`src/rtl/trs_pkg.sv`:
```
package trs_pkg;

    typedef enum logic [1:0] {
        M_IDLE,
        M_GOT1,
        M_GOT2,
        M_GOT3
    } match_state_t;

    typedef enum logic [1:0] {
        L_WAIT,
        L_MEASURE,
        L_LOCKED
    } lock_state_t;

    typedef struct packed {
        logic f;
        logic v;
        logic h;
    } fvh_t;

endpackage

```
`src/rtl/trs_matcher.sv`:
```
module trs_matcher
    import trs_pkg::*;
#(
    parameter int WORD_W = 10
) (
    input  logic              clk,
    input  logic              rst_n,
    input  logic [WORD_W-1:0] word_in,
    input  logic              valid_in,
    output logic              start_hit,
    output logic              xyz_hit
);

    match_state_t state_q, state_d;
    logic is_ones, is_zero;

    assign is_ones = (word_in == {WORD_W{1'b1}});
    assign is_zero = (word_in == {WORD_W{1'b0}});

    always_ff @(posedge clk or negedge rst_n) begin
        if (!rst_n) state_q <= M_IDLE;
        else        state_q <= state_d;
    end

    always_comb begin
        state_d = state_q;
        if (valid_in) begin
            unique case (state_q)
                M_IDLE:  state_d = is_ones ? M_GOT1 : M_IDLE;
                M_GOT1:  state_d = is_zero ? M_GOT2 : (is_ones ? M_GOT1 : M_IDLE);
                M_GOT2:  state_d = is_zero ? M_GOT3 : (is_ones ? M_GOT1 : M_IDLE);
                M_GOT3:  state_d = M_IDLE;
                default: state_d = M_IDLE;
            endcase
        end
    end

    always_comb begin
        start_hit = 1'b0;
        xyz_hit   = 1'b0;
        if (valid_in) begin
            unique case (state_q)
                M_IDLE, M_GOT1, M_GOT2: start_hit = is_ones;
                M_GOT3:                 xyz_hit   = word_in[WORD_W-1];
                default:                start_hit = 1'b0;
            endcase
        end
    end

endmodule

```
`src/rtl/trs_flag_decode.sv`:
```
module trs_flag_decode
    import trs_pkg::*;
#(
    parameter int WORD_W = 10
) (
    input  logic              clk,
    input  logic              rst_n,
    input  logic [WORD_W-1:0] word_in,
    input  logic              start_hit,
    input  logic              xyz_hit,
    output logic              eav_hit,
    output logic              trs_flag,
    output logic              eav_flag,
    output logic              fld,
    output logic              vblank,
    output logic              hblank
);

    fvh_t fvh_q, fvh_in;

    assign fvh_in  = fvh_t'(word_in[WORD_W-2:WORD_W-4]);
    assign eav_hit = xyz_hit & fvh_in.h;

    always_ff @(posedge clk or negedge rst_n) begin
        if (!rst_n) begin
            trs_flag <= 1'b0;
            eav_flag <= 1'b0;
            fvh_q    <= '0;
        end else begin
            trs_flag <= start_hit;
            eav_flag <= eav_hit;
            if (xyz_hit) fvh_q <= fvh_in;
        end
    end

    always_comb begin
        fld    = fvh_q.f;
        vblank = fvh_q.v;
        hblank = fvh_q.h;
    end

endmodule

```
`src/rtl/trs_lock_tracker.sv`:
```
module trs_lock_tracker
    import trs_pkg::*;
#(
    parameter int CNT_W    = 16,
    parameter int LOCK_RUN = 6
) (
    input  logic clk,
    input  logic rst_n,
    input  logic valid_in,
    input  logic eav_hit,
    output logic locked
);

    localparam int RUN_W = $clog2(LOCK_RUN + 1);

    lock_state_t      st_q, st_d;
    logic [CNT_W-1:0] cnt_q;
    logic [CNT_W:0]   span, ref_q, ref_d;
    logic [RUN_W-1:0] run_q, run_d;

    assign span = {1'b0, cnt_q} + 1'b1;

    always_ff @(posedge clk or negedge rst_n) begin
        if (!rst_n) begin
            cnt_q <= '0;
        end else if (eav_hit) begin
            cnt_q <= '0;
        end else if (valid_in && (cnt_q != {CNT_W{1'b1}})) begin
            cnt_q <= cnt_q + 1'b1;
        end
    end

    always_ff @(posedge clk or negedge rst_n) begin
        if (!rst_n) begin
            st_q  <= L_WAIT;
            run_q <= '0;
            ref_q <= '0;
        end else begin
            st_q  <= st_d;
            run_q <= run_d;
            ref_q <= ref_d;
        end
    end

    always_comb begin
        st_d  = st_q;
        run_d = run_q;
        ref_d = ref_q;
        if (eav_hit) begin
            unique case (st_q)
                L_WAIT: begin
                    st_d  = L_MEASURE;
                    run_d = '0;
                end
                L_MEASURE: begin
                    if ((run_q == '0) || (span != ref_q)) begin
                        ref_d = span;
                        run_d = RUN_W'(1);
                    end else begin
                        run_d = run_q + 1'b1;
                        if (run_q + 1'b1 == RUN_W'(LOCK_RUN)) st_d = L_LOCKED;
                    end
                end
                L_LOCKED: begin
                    if (span != ref_q) begin
                        ref_d = span;
                        run_d = RUN_W'(1);
                        st_d  = L_MEASURE;
                    end
                end
                default: st_d = L_WAIT;
            endcase
        end
    end

    always_comb begin
        locked = (st_q == L_LOCKED);
    end

endmodule

```
`src/rtl/trs_lock_detect.sv`:
```
module trs_lock_detect
    import trs_pkg::*;
#(
    parameter int WORD_W   = 10,
    parameter int CNT_W    = 16,
    parameter int LOCK_RUN = 6
) (
    input  logic              clk,
    input  logic              rst_n,
    input  logic [WORD_W-1:0] word_in,
    input  logic              valid_in,
    output logic              trs_flag,
    output logic              eav_flag,
    output logic              fld,
    output logic              vblank,
    output logic              hblank,
    output logic              locked
);

    logic start_hit, xyz_hit, eav_hit;

    trs_matcher #(.WORD_W(WORD_W)) u_match (
        .clk      (clk),
        .rst_n    (rst_n),
        .word_in  (word_in),
        .valid_in (valid_in),
        .start_hit(start_hit),
        .xyz_hit  (xyz_hit)
    );

    trs_flag_decode #(.WORD_W(WORD_W)) u_decode (
        .clk      (clk),
        .rst_n    (rst_n),
        .word_in  (word_in),
        .start_hit(start_hit),
        .xyz_hit  (xyz_hit),
        .eav_hit  (eav_hit),
        .trs_flag (trs_flag),
        .eav_flag (eav_flag),
        .fld      (fld),
        .vblank   (vblank),
        .hblank   (hblank)
    );

    trs_lock_tracker #(.CNT_W(CNT_W), .LOCK_RUN(LOCK_RUN)) u_lock (
        .clk     (clk),
        .rst_n   (rst_n),
        .valid_in(valid_in),
        .eav_hit (eav_hit),
        .locked  (locked)
    );

endmodule

```
`config.mk`:
```
export PLATFORM = sky130hd
export DESIGN_NAME = trs_lock_detect
export DESIGN_NICKNAME = d
export VERILOG_FILES = /design/src/rtl/trs_pkg.sv /design/src/rtl/trs_matcher.sv /design/src/rtl/trs_flag_decode.sv /design/src/rtl/trs_lock_tracker.sv /design/src/rtl/trs_lock_detect.sv
export SDC_FILE = /design/constraint.sdc
export NUM_CORES = 1
export LEC_CHECK = 0
export BUFFER_PORTS_ARGS = -buffer_cell sky130_fd_sc_hd__buf_2
export CAP_MARGIN = 30
export CORE_ASPECT_RATIO = 1.75
export CORE_MARGIN = 1.5
export CORE_UTILIZATION = 40
export CTS_BUF_LIST = sky130_fd_sc_hd__clkbuf_8
export DETAILED_ROUTE_END_ITERATION = 16
export GPL_TIMING_DRIVEN = 0
export PLACE_DENSITY = 0.62
export SLEW_MARGIN = 30
export SYNTH_ARGS = -nofsm -noshare
export SYNTH_HDL_FRONTEND = slang
export SYNTH_HIERARCHICAL = 1
export SYNTH_SLANG_ARGS = --single-unit
```
`constraint.sdc`:
```
create_clock -name clk -period 2.9 [get_ports clk]
set_input_delay 0.58 -clock clk [delete_from_list [all_inputs] [get_ports clk]]
set_output_delay 0.58 -clock clk [all_outputs]
set_load 0.05 [all_outputs]
```
; Word-level counts from Yosys, hierarchy flattened
; Index checks and enable logic that the tools add are counted.
[word_totals]
reg_bits = 45
in_bits = 13
out_inout_bits = 6
elab_cells = 60
[op_classes]
n_addsub = 3
eq_ne = 13
muxes = 20
n_bitwise = 1
reduce_logical = 13
[ops]
columns = operator, n
row1 = 2-to-1 mux 17 bit, 2
row2 = one-hot mux 17 bit (2 select lines), 1
row3 = 2-to-1 mux 16 bit, 2
row4 = "adder 16 x 1 -> 17 bit, second input constant", 1
row5 = inequality test 17 bit, 1
row6 = "adder 16 x 1 -> 16 bit, second input constant", 1
row7 = "inequality test 16 bit, second input constant", 1
row8 = "== test 10 bit, second input constant", 1
row9 = logical NOT 10 bit, 1
row10 = 2-to-1 mux 2 bit, 5
row11 = one-hot mux 3 bit (3 select lines), 1
row12 = one-hot mux 2 bit (4 select lines), 1
row13 = AND reduction 4 bit, 2
row14 = "== test 2 bit, second input constant", 3
row15 = 2-to-1 mux 3 bit, 2
row16 = "inequality test 2 x 1 -> 1 bit, second input constant", 3
row17 = one-hot mux 2 bit (3 select lines), 1
row18 = 2-to-1 mux 1 bit, 5
row19 = "== test 2 x 1 -> 1 bit, second input constant", 2
row20 = logical NOT 2 bit, 2
row21 = nonzero test 2 bit, 2
row22 = "adder 3 x 1 -> 3 bit, second input constant", 1
row23 = "== test 3 bit, second input constant", 1
row24 = logical NOT 3 bit, 1
row25 = 7 further kinds, 7

; Depth between registers and ports, before layout
; Gate-level depths: netlist of the first run.
[logic_depth]
word_depth = 5
ltp_mapped = 11
mapped_depth_nobuf = 9

; By module
; The synthesis of the first run kept the hierarchy.
[modules_own_cells]
columns = module, instances, cells_each, area_each_um2, seq_area_each_um2
row1 = trs_lock_tracker, 1, 268, 2655.0, 950.9
row2 = trs_matcher, 1, 19, 183.9, 50.0
row3 = trs_flag_decode, 1, 9, 166.4, 125.1

; Worst setup path after synthesis of the first run
; OpenSTA, ideal clock, no wires.
[synth_timing]
path_type = register to register
from = register u_lock.cnt_q[0]
to = register u_lock.ref_q[10]
setup_ns = 0.125
t_arrival_ns = 2.972
required_ns = 2.775
setup_slack_ns = -0.197
path_stages_with_launch = 11
path_buffers = 1
synth_period_minus_slack_ns = 3.097
cell_sequence = dfrtp_1 -> ha_1 -> nand3_4 -> nor4_1 -> mux2_2 -> a2111oi_2 -> nand4_1 -> o21ai_4 -> nor3_4 -> buf_8 -> mux2_4
[synth_between]
elab_chain_len = 5
word_cells_on_any_way = 9
classes_between = 1 x add/sub / 3 x eq/ne / 3 x mux / 2 x reduce/logical
[synth_lines]
columns = item, line
row1 = "start, declared", trs_lock_tracker.sv:17  ; logic [CNT_W-1:0] cnt_q;
row2 = "start signal, assigned", trs_lock_tracker.sv:29  ; cnt_q <= cnt_q + 1'b1;
row3 = adder 16 x 1 -> 17 bit *, trs_lock_tracker.sv:21  ; assign span = {1'b0, cnt_q} + 1'b1;
row4 = inequality test 17 bit, "trs_lock_tracker.sv:56, trs_lock_tracker.sv:65"
row5 = logical OR 1 bit, trs_lock_tracker.sv:56  ; if ((run_q == '0) || (span != ref_q)) begin
row6 = inequality test 2 x 1 -> 1 bit (no source line), n/a
row7 = AND reduction 4 bit (no source line), n/a
row8 = "end signal, assigned", trs_lock_tracker.sv:41  ; ref_q <= ref_d;
row9 = "end, declared", trs_lock_tracker.sv:18  ; logic [CNT_W:0] span, ref_q, ref_d;
; Every way passes the cells marked *; elsewhere a longest branch is shown, timed or not. The select of a mux whose other input is x is not followed.
; A chain may end at the register's enable or synchronous reset.

; Worst setup path after layout of the first run
[layout_timing]
from = register u_lock.cnt_q[0]
to = register u_lock.ref_q[9]
; The elaborated chain is that of the path after synthesis.

==> flow_metrics.env, run 1 <==
export IMPL_synthArstFlopShare_pct=100
export IMPL_timing_final_crit_share_pct=100
export IMPL_cts_root_buf="clkbuf_8"
export IMPL_via_per_inst=5.52
export IMPL_slew_violations=0
export IMPL_grt_max_degree=46
export IMPL_synth_edf_count=0
export IMPL_htree_levels=2
export IMPL_yosysWarnings=6
export IMPL_port_buffers=18
export IMPL_required_ns=3.10
export IMPL_end_kind="flop"
export IMPL_ios=19
export IMPL_synth_area_top_cells="dfrtp_1 37%, xor2_1 7.0%, xnor2_1 5.5%"
export IMPL_hold_class="primary input to async pin"
export IMPL_track_usage_pct=18.9
export IMPL_powerDensity_nw_per_um2=518
export IMPL_clock_sinks=45
export IMPL_clk_pin_slew_ns=0.09
export IMPL_fin_area_um2=3650
export IMPL_dieHeight_um=118
export IMPL_ys_flop_type="dfrtp_1"
export IMPL_place_congestion=0.827
export IMPL_via_count=2366
export IMPL_rsz0062_at_grt="yes"
export IMPL_clk_latency_ns=0.31
export IMPL_ctsLongestPathBuffers=2
export IMPL_crit_fanout=10
export IMPL_fp_coreArea_um2=7230
export IMPL_synthCells=296
export IMPL_skew_ns=0.0127
export IMPL_dpl_hpwl_um=4830
export IMPL_drv_cap=0
export IMPL_overflow=0
export IMPL_tightest_slew_ns=0.589
export IMPL_synth_commonest_cells="45 x dfrtp_1, 27 x nor2_1, 24 x xor2_1"
export IMPL_finalSetupTns_ns=-0.00616
export IMPL_grt_pass1_wl_um=11500
export IMPL_cp_cell_sequence="ha_4 -> nand3_4 -> buf_4 -> nor4_4 -> mux2_4 -> a2111oi_4 -> nand3_2 -> nor3_4 -> nor3_4 -> buf_8 -> mux2_4"
export IMPL_final_net_count=363
export IMPL_avgSynthCellArea_um2=10.2
export IMPL_setup_violations=2
export IMPL_setup_slack_ns=-0.00581
export IMPL_antenna_left=0
export IMPL_pre_cts_ws_ns=-0.416
export IMPL_ir_worst_vdd_mv=0.385
export IMPL_synth_most_common_cell="dfrtp_1"
export IMPL_power_total_uw=1890
export IMPL_reg2reg_depth=11
export IMPL_startpoint_type="flop"
export IMPL_hold_worst_slack_ns=0.267
export IMPL_nFillCells=669
export IMPL_row_count=41
export IMPL_numCtsBuffers=5
export IMPL_rrSetupSlack_ns=-0.006
export IMPL_finalHoldViolCount=0
export IMPL_leakagePower_uw=0.00166
export IMPL_synth_area_leader_cell="dfrtp_1"
export IMPL_yosysUniqueCellTypes=59
export IMPL_routed_wl_um=7020
export IMPL_antenna_cells=0
export IMPL_fp_dieW_um=68.5
export IMPL_reg2reg_from="u_lock/cnt_q[0]"
export IMPL_antenna_found_initial=0
export IMPL_drive_above_1_share_pct=31.8
export IMPL_grt_pass1_vias=2384
export IMPL_max_freq_mhz=344
export IMPL_cts_tree="built"
export IMPL_r2r_end="u_lock/ref_q[9]"
export IMPL_violations="negative setup slack"
export IMPL_syn_cell_area_um2=3010
export IMPL_dieArea_um2=8060
export IMPL_critical_path_max_stage_delay_ns=0.42
export IMPL_postCtsHoldBufs=0
export IMPL_status="finished, violations left"
export IMPL_syn_nets=317
export IMPL_drt_iter0_drc=87
export IMPL_area_delta_synth_final_pct=21.5
export IMPL_slew_headroom_pct=60.8
export IMPL_synth_top_cell_area_share_pct=37.5
export IMPL_dpl_cell_area_um2=3250
export IMPL_ys_ff_latch=45
export IMPL_critPathKind="flop to flop"
export IMPL_worst_path_max_delay_cell="dfrtp_2"
export IMPL_remaining_drc_errors=0
export IMPL_cp_arrival_ns=3.11
export IMPL_wire_per_inst_um=16.4
export IMPL_yosysSeqAreaShare_pct=37.5
export IMPL_min_period_ns=2.91
export IMPL_drtPass1Iterations=4
export IMPL_start_util_pct=41.5
area by class of cell:
cell class | count | area, um^2 | share of cell area [%]
buffer | 16 | 119 | 3.25
clock buffer | 6 | 82.6 | 2.26
clock inverter | 2 | 7.51 | 0.206
inverter | 13 | 48.8 | 1.34
multi-input combinational | 219 | 1880 | 51.5
sequential | 45 | 1130 | 31.0
tap | 86 | 108 | 2.95
timing repair buffer | 42 | 274 | 7.50
power breakdown:
group,switching (uW),leakage (uW),internal (uW)
Sequential,50.7,0.000558,686
Combinational,405,0.00105,349
Clock,213,0.0000538,188
Total,669,0.00166,1220
flip-flops by register name (all words and copies together), names as in the netlist:
signal and count:
u_decode/eav_flag 1, u_decode/vblank 1, u_decode/trs_flag 1, u_decode/hblank 1
u_decode/fld 1, u_match/state_q 2, u_lock/ref_q 17, u_lock/run_q 3
u_lock/cnt_q 16, u_lock/st_q 2
cells by family after synthesis:
kind of cell,Yosys count,synth area share (%)
adder cells (fa/ha/maj),8,3.33
AO/OA/AOI/OAI,29,8.70
AND/OR/NAND/NOR,110,21.4
XOR/XNOR,44,13.3
multiplexers,28,10.5
flip-flops,45,37.5
buffers and inverters,32,5.29
stage by stage:
step,utilization [%],cells
2_1_floorplan,-,296
4_1_cts,48.9,418
3_3_place_gp,44.9,400
6_report,50.5,429
5_1_grt,50.5,429
3_5_place_dp,44.9,400
what timing repair did:
action                                  in CTS  in global routing
gates resized for setup                     22                 13
endpoints found under the hold margin        0                  0
endpoints found under the setup margin      22                 22
buffers inserted                            13                 10
cloned                                       0                  1
pin swaps                                   13                  4
routing by layer:
layer	track usage, %	vias up	routed length, um	share of wire [%]
met5	0	-	0	0
met4	12.1	0	370	5.3
met3	4.30	27	253	3.6
met2	31.1	51	3770	54
met1	20.8	1151	2620	37
li1	-	1137	-	-
worst max-delay path, delay by kind of cell, from the launching register on:
family / cells / cell delay, ns
muxes: 2 / 0.65
and+or+nand+nor: 5 / 0.87
adders and majority gates: 1 / 0.18
DFF: 1 / 0.42
AOI/OAI and AO/OA: 1 / 0.32
buffers and inverters: 2 / 0.35
worst max path at each step:
stage,startpoint,endpoint,slack (ns),depth (start not counted)
detailed placement,u_lock/cnt_q[8],u_lock/ref_q[9],-0.42,10
global placement,u_lock/cnt_q[8],u_lock/ref_q[10],-0.41,10
finish,u_lock/cnt_q[0],u_lock/ref_q[9],-0.006,11
global route,u_lock/cnt_q[3],u_lock/st_q[0],-0.13,10
CTS,u_lock/cnt_q[0],u_lock/ref_q[11],0.0007,10
floorplan,u_lock/cnt_q[0],u_lock/ref_q[10],0.008,10
placed cells by master (no fill, tap or decap), types with 5 or more instances in the layout:
| cell | count |
|---|---|
| nand4_1 | 8 |
| inv_1 | 15 |
| clkbuf_8 | 6 |
| mux2_2 | 10 |
| nand2_1 | 16 |
| nor2b_1 | 7 |
| mux2i_1 | 12 |
| nor2_1 | 26 |
| buf_4 | 29 |
| xnor2_1 | 19 |
| dfrtp_2 | 5 |
| nand3_1 | 8 |
| buf_2 | 19 |
| dfrtp_1 | 40 |
| xor2_1 | 24 |
| ha_1 | 7 |
| mux2_4 | 6 |
Power figures use the tool's default switching activity.
==> run 2, diff against run 1 <==
SKIP_CTS_REPAIR_TIMING = 1   (was unset)
==> run 2 against run 1 <==
The flow still finishes with violations (negative setup slack); clock-buffer cell count is the same; first-iteration DRC count grew 3.4%; wire length grew 0.94%; highest routed layer unchanged; largest cell class unchanged.
==> flow_metrics.env, run 2 (synthesis gave the netlist of run 1 again) <==
export IMPL_cts_root_buf="clkbuf_8"
export IMPL_ir_worst_vdd_mv=0.378
export IMPL_cts_tree="built"
export IMPL_nFillCells=648
export IMPL_power_total_uw=1910
export IMPL_port_buffers=18
export IMPL_remaining_drc_errors=0
export IMPL_place_congestion=0.827
export IMPL_cp_cell_sequence="ha_4 -> nand3_4 -> or3_4 -> nor2_4 -> o221ai_1 -> or4_4 -> nor3_4 -> nor3_4 -> buf_12 -> buf_12 -> mux2_4"
export IMPL_multi_input_area_um2=1920
export IMPL_largestRegisters="u_lock/ref_q x17, u_lock/cnt_q x16, u_lock/run_q x3"
export IMPL_status="finished, violations left"
export IMPL_numCtsBuffers=5
export IMPL_reg2reg_depth=11
export IMPL_required_ns=3.10
export IMPL_dieArea_um2=8060
export IMPL_ios=19
export IMPL_grt_pass1_wl_um=11000
export IMPL_tightest_slew_ns=0.622
export IMPL_hold_worst_slack_ns=0.264
export IMPL_area_delta_synth_final_pct=23.8
export IMPL_start_util_pct=41.5
export IMPL_hold_class="primary input to async pin"
export IMPL_max_freq_mhz=330
export IMPL_drt_iter0_drc=90
export IMPL_setup_slack_ns=-0.128
export IMPL_crit_fanout=8
export IMPL_powerDensity_nw_per_um2=514
export IMPL_fp_dieW_um=68.5
export IMPL_via_per_inst=5.57
export IMPL_wire_per_inst_um=16.6
export IMPL_final_common_cell="dfrtp_1"
export IMPL_final_net_count=362
export IMPL_drtPass1Iterations=4
export IMPL_timing_final_crit_share_pct=104
export IMPL_dpl_hpwl_um=4830
export IMPL_dieHeight_um=118
export IMPL_regMostFlops="u_lock/ref_q"
export IMPL_largest_reg_flops=17
export IMPL_critPathKind="flop to flop"
export IMPL_antenna_cells=0
export IMPL_worst_path_max_delay_cell="or4_4"
export IMPL_layout_common_cells="41 x dfrtp_1, 25 x nor2_1, 23 x buf_4, 23 x xor2_1, 20 x buf_2"
export IMPL_cp_arrival_ns=3.23
export IMPL_overflow=0
export IMPL_grt_pass1_vias=2300
export IMPL_ctsLongestPathBuffers=2
export IMPL_startpoint_type="flop"
export IMPL_leakagePower_uw=0.00169
export IMPL_r2r_end="u_lock/ref_q[11]"
export IMPL_setup_violations=11
export IMPL_dp_cells=400
export IMPL_via_count=2384
export IMPL_slew_headroom_pct=58.5
export IMPL_end_kind="flop"
export IMPL_fin_cells=428
export IMPL_drv_cap=0
export IMPL_clk_latency_ns=0.31
export IMPL_clk_pin_slew_ns=0.09
export IMPL_clock_sinks=45
export IMPL_finalHoldViolCount=0
export IMPL_fin_util_pct=51.4
export IMPL_rrSetupSlack_ns=-0.13
export IMPL_routed_wl_um=7090
export IMPL_antenna_found_initial=0
export IMPL_row_count=41
export IMPL_drive_above_1_share_pct=32.7
export IMPL_track_usage_pct=18.1
export IMPL_regArea_um2=1130
export IMPL_fp_coreArea_um2=7230
export IMPL_reg2reg_from="u_lock/cnt_q[0]"
export IMPL_antenna_left=0
export IMPL_grt_max_degree=46
export IMPL_slew_violations=0
export IMPL_violations="negative setup slack"
export IMPL_skew_ns=0.0135
export IMPL_min_period_ns=3.03
export IMPL_critical_path_max_stage_delay_ns=0.57
export IMPL_rsz0062_at_grt="yes"
export IMPL_htree_levels=2
==> run 2: changes by cell type in the layout (fill, tap and decap cells not counted), sizes merged <==
cell	delta
clkbuf	+3
buf	-4
==> run 2: cell type report <==
| class | instances | area share, % |
|---|---|---|
| clock inverters | 2 | 0.202 |
| repair buffers | 41 | 7.97 |
| inverters | 13 | 1.31 |
| flip-flops and latches | 45 | 30.4 |
| multi-input cells | 219 | 51.7 |
| well taps | 86 | 2.89 |
| plain buffers | 16 | 3.33 |
| clock buffers | 6 | 2.22 |
==> run 2: how the worst max path moves through the flow <==
stage	endpoint	slack (ns)	start
after global routing	u_lock/ref_q[11]	-0.26	u_lock/cnt_q[2]
final	u_lock/ref_q[11]	-0.13	u_lock/cnt_q[0]
after floorplan	u_lock/ref_q[10]	0.008	u_lock/cnt_q[0]
after detailed placement	u_lock/ref_q[9]	-0.42	u_lock/cnt_q[8]
after CTS	u_lock/ref_q[11]	-0.44	u_lock/cnt_q[0]
after global placement	u_lock/ref_q[10]	-0.41	u_lock/cnt_q[8]
==> run 2: critical path: cells and delay by family, from the launching register on <==
| family | cells | cell delay [ns] |
|---|---|---|
| adders and majority gates | 1 | 0.19 |
| and+or+nand+nor | 6 | 1.56 |
| DFF | 1 | 0.44 |
| buffers and inverters | 2 | 0.28 |
| muxes | 1 | 0.29 |
| AOI/OAI and AO/OA | 1 | 0.14 |
==> run 2: routing by layer <==
layer  vias to the layer above  track usage [%]  routed length (um)
met1                      1177             20.1                2670
met4                         0             10.0                 366
li1                       1130                -                   -
met5                         -                0                   0
met3                        27             4.11                 202
met2                        50             30.4                3850
==> run 2: report_power, final <==
part / internal (uW) / total (uW) / switching (uW)
clock: 188 / 402 / 214
combinational: 352 / 772 / 420
sequential: 686 / 740 / 53.8
total: 1230 / 1910 / 688
==> run 2: stage by stage <==
step	worst slack [ns]	cell area (um^2)	TNS, ns
final	-0.128	3720	-1.06
after global routing	-0.258	3720	-3.47
after global placement	-0.409	3240	-5.35
after CTS	-0.436	3340	-6.29
after floorplan	0.00841	3050	0
after detailed placement	-0.416	3250	-5.69
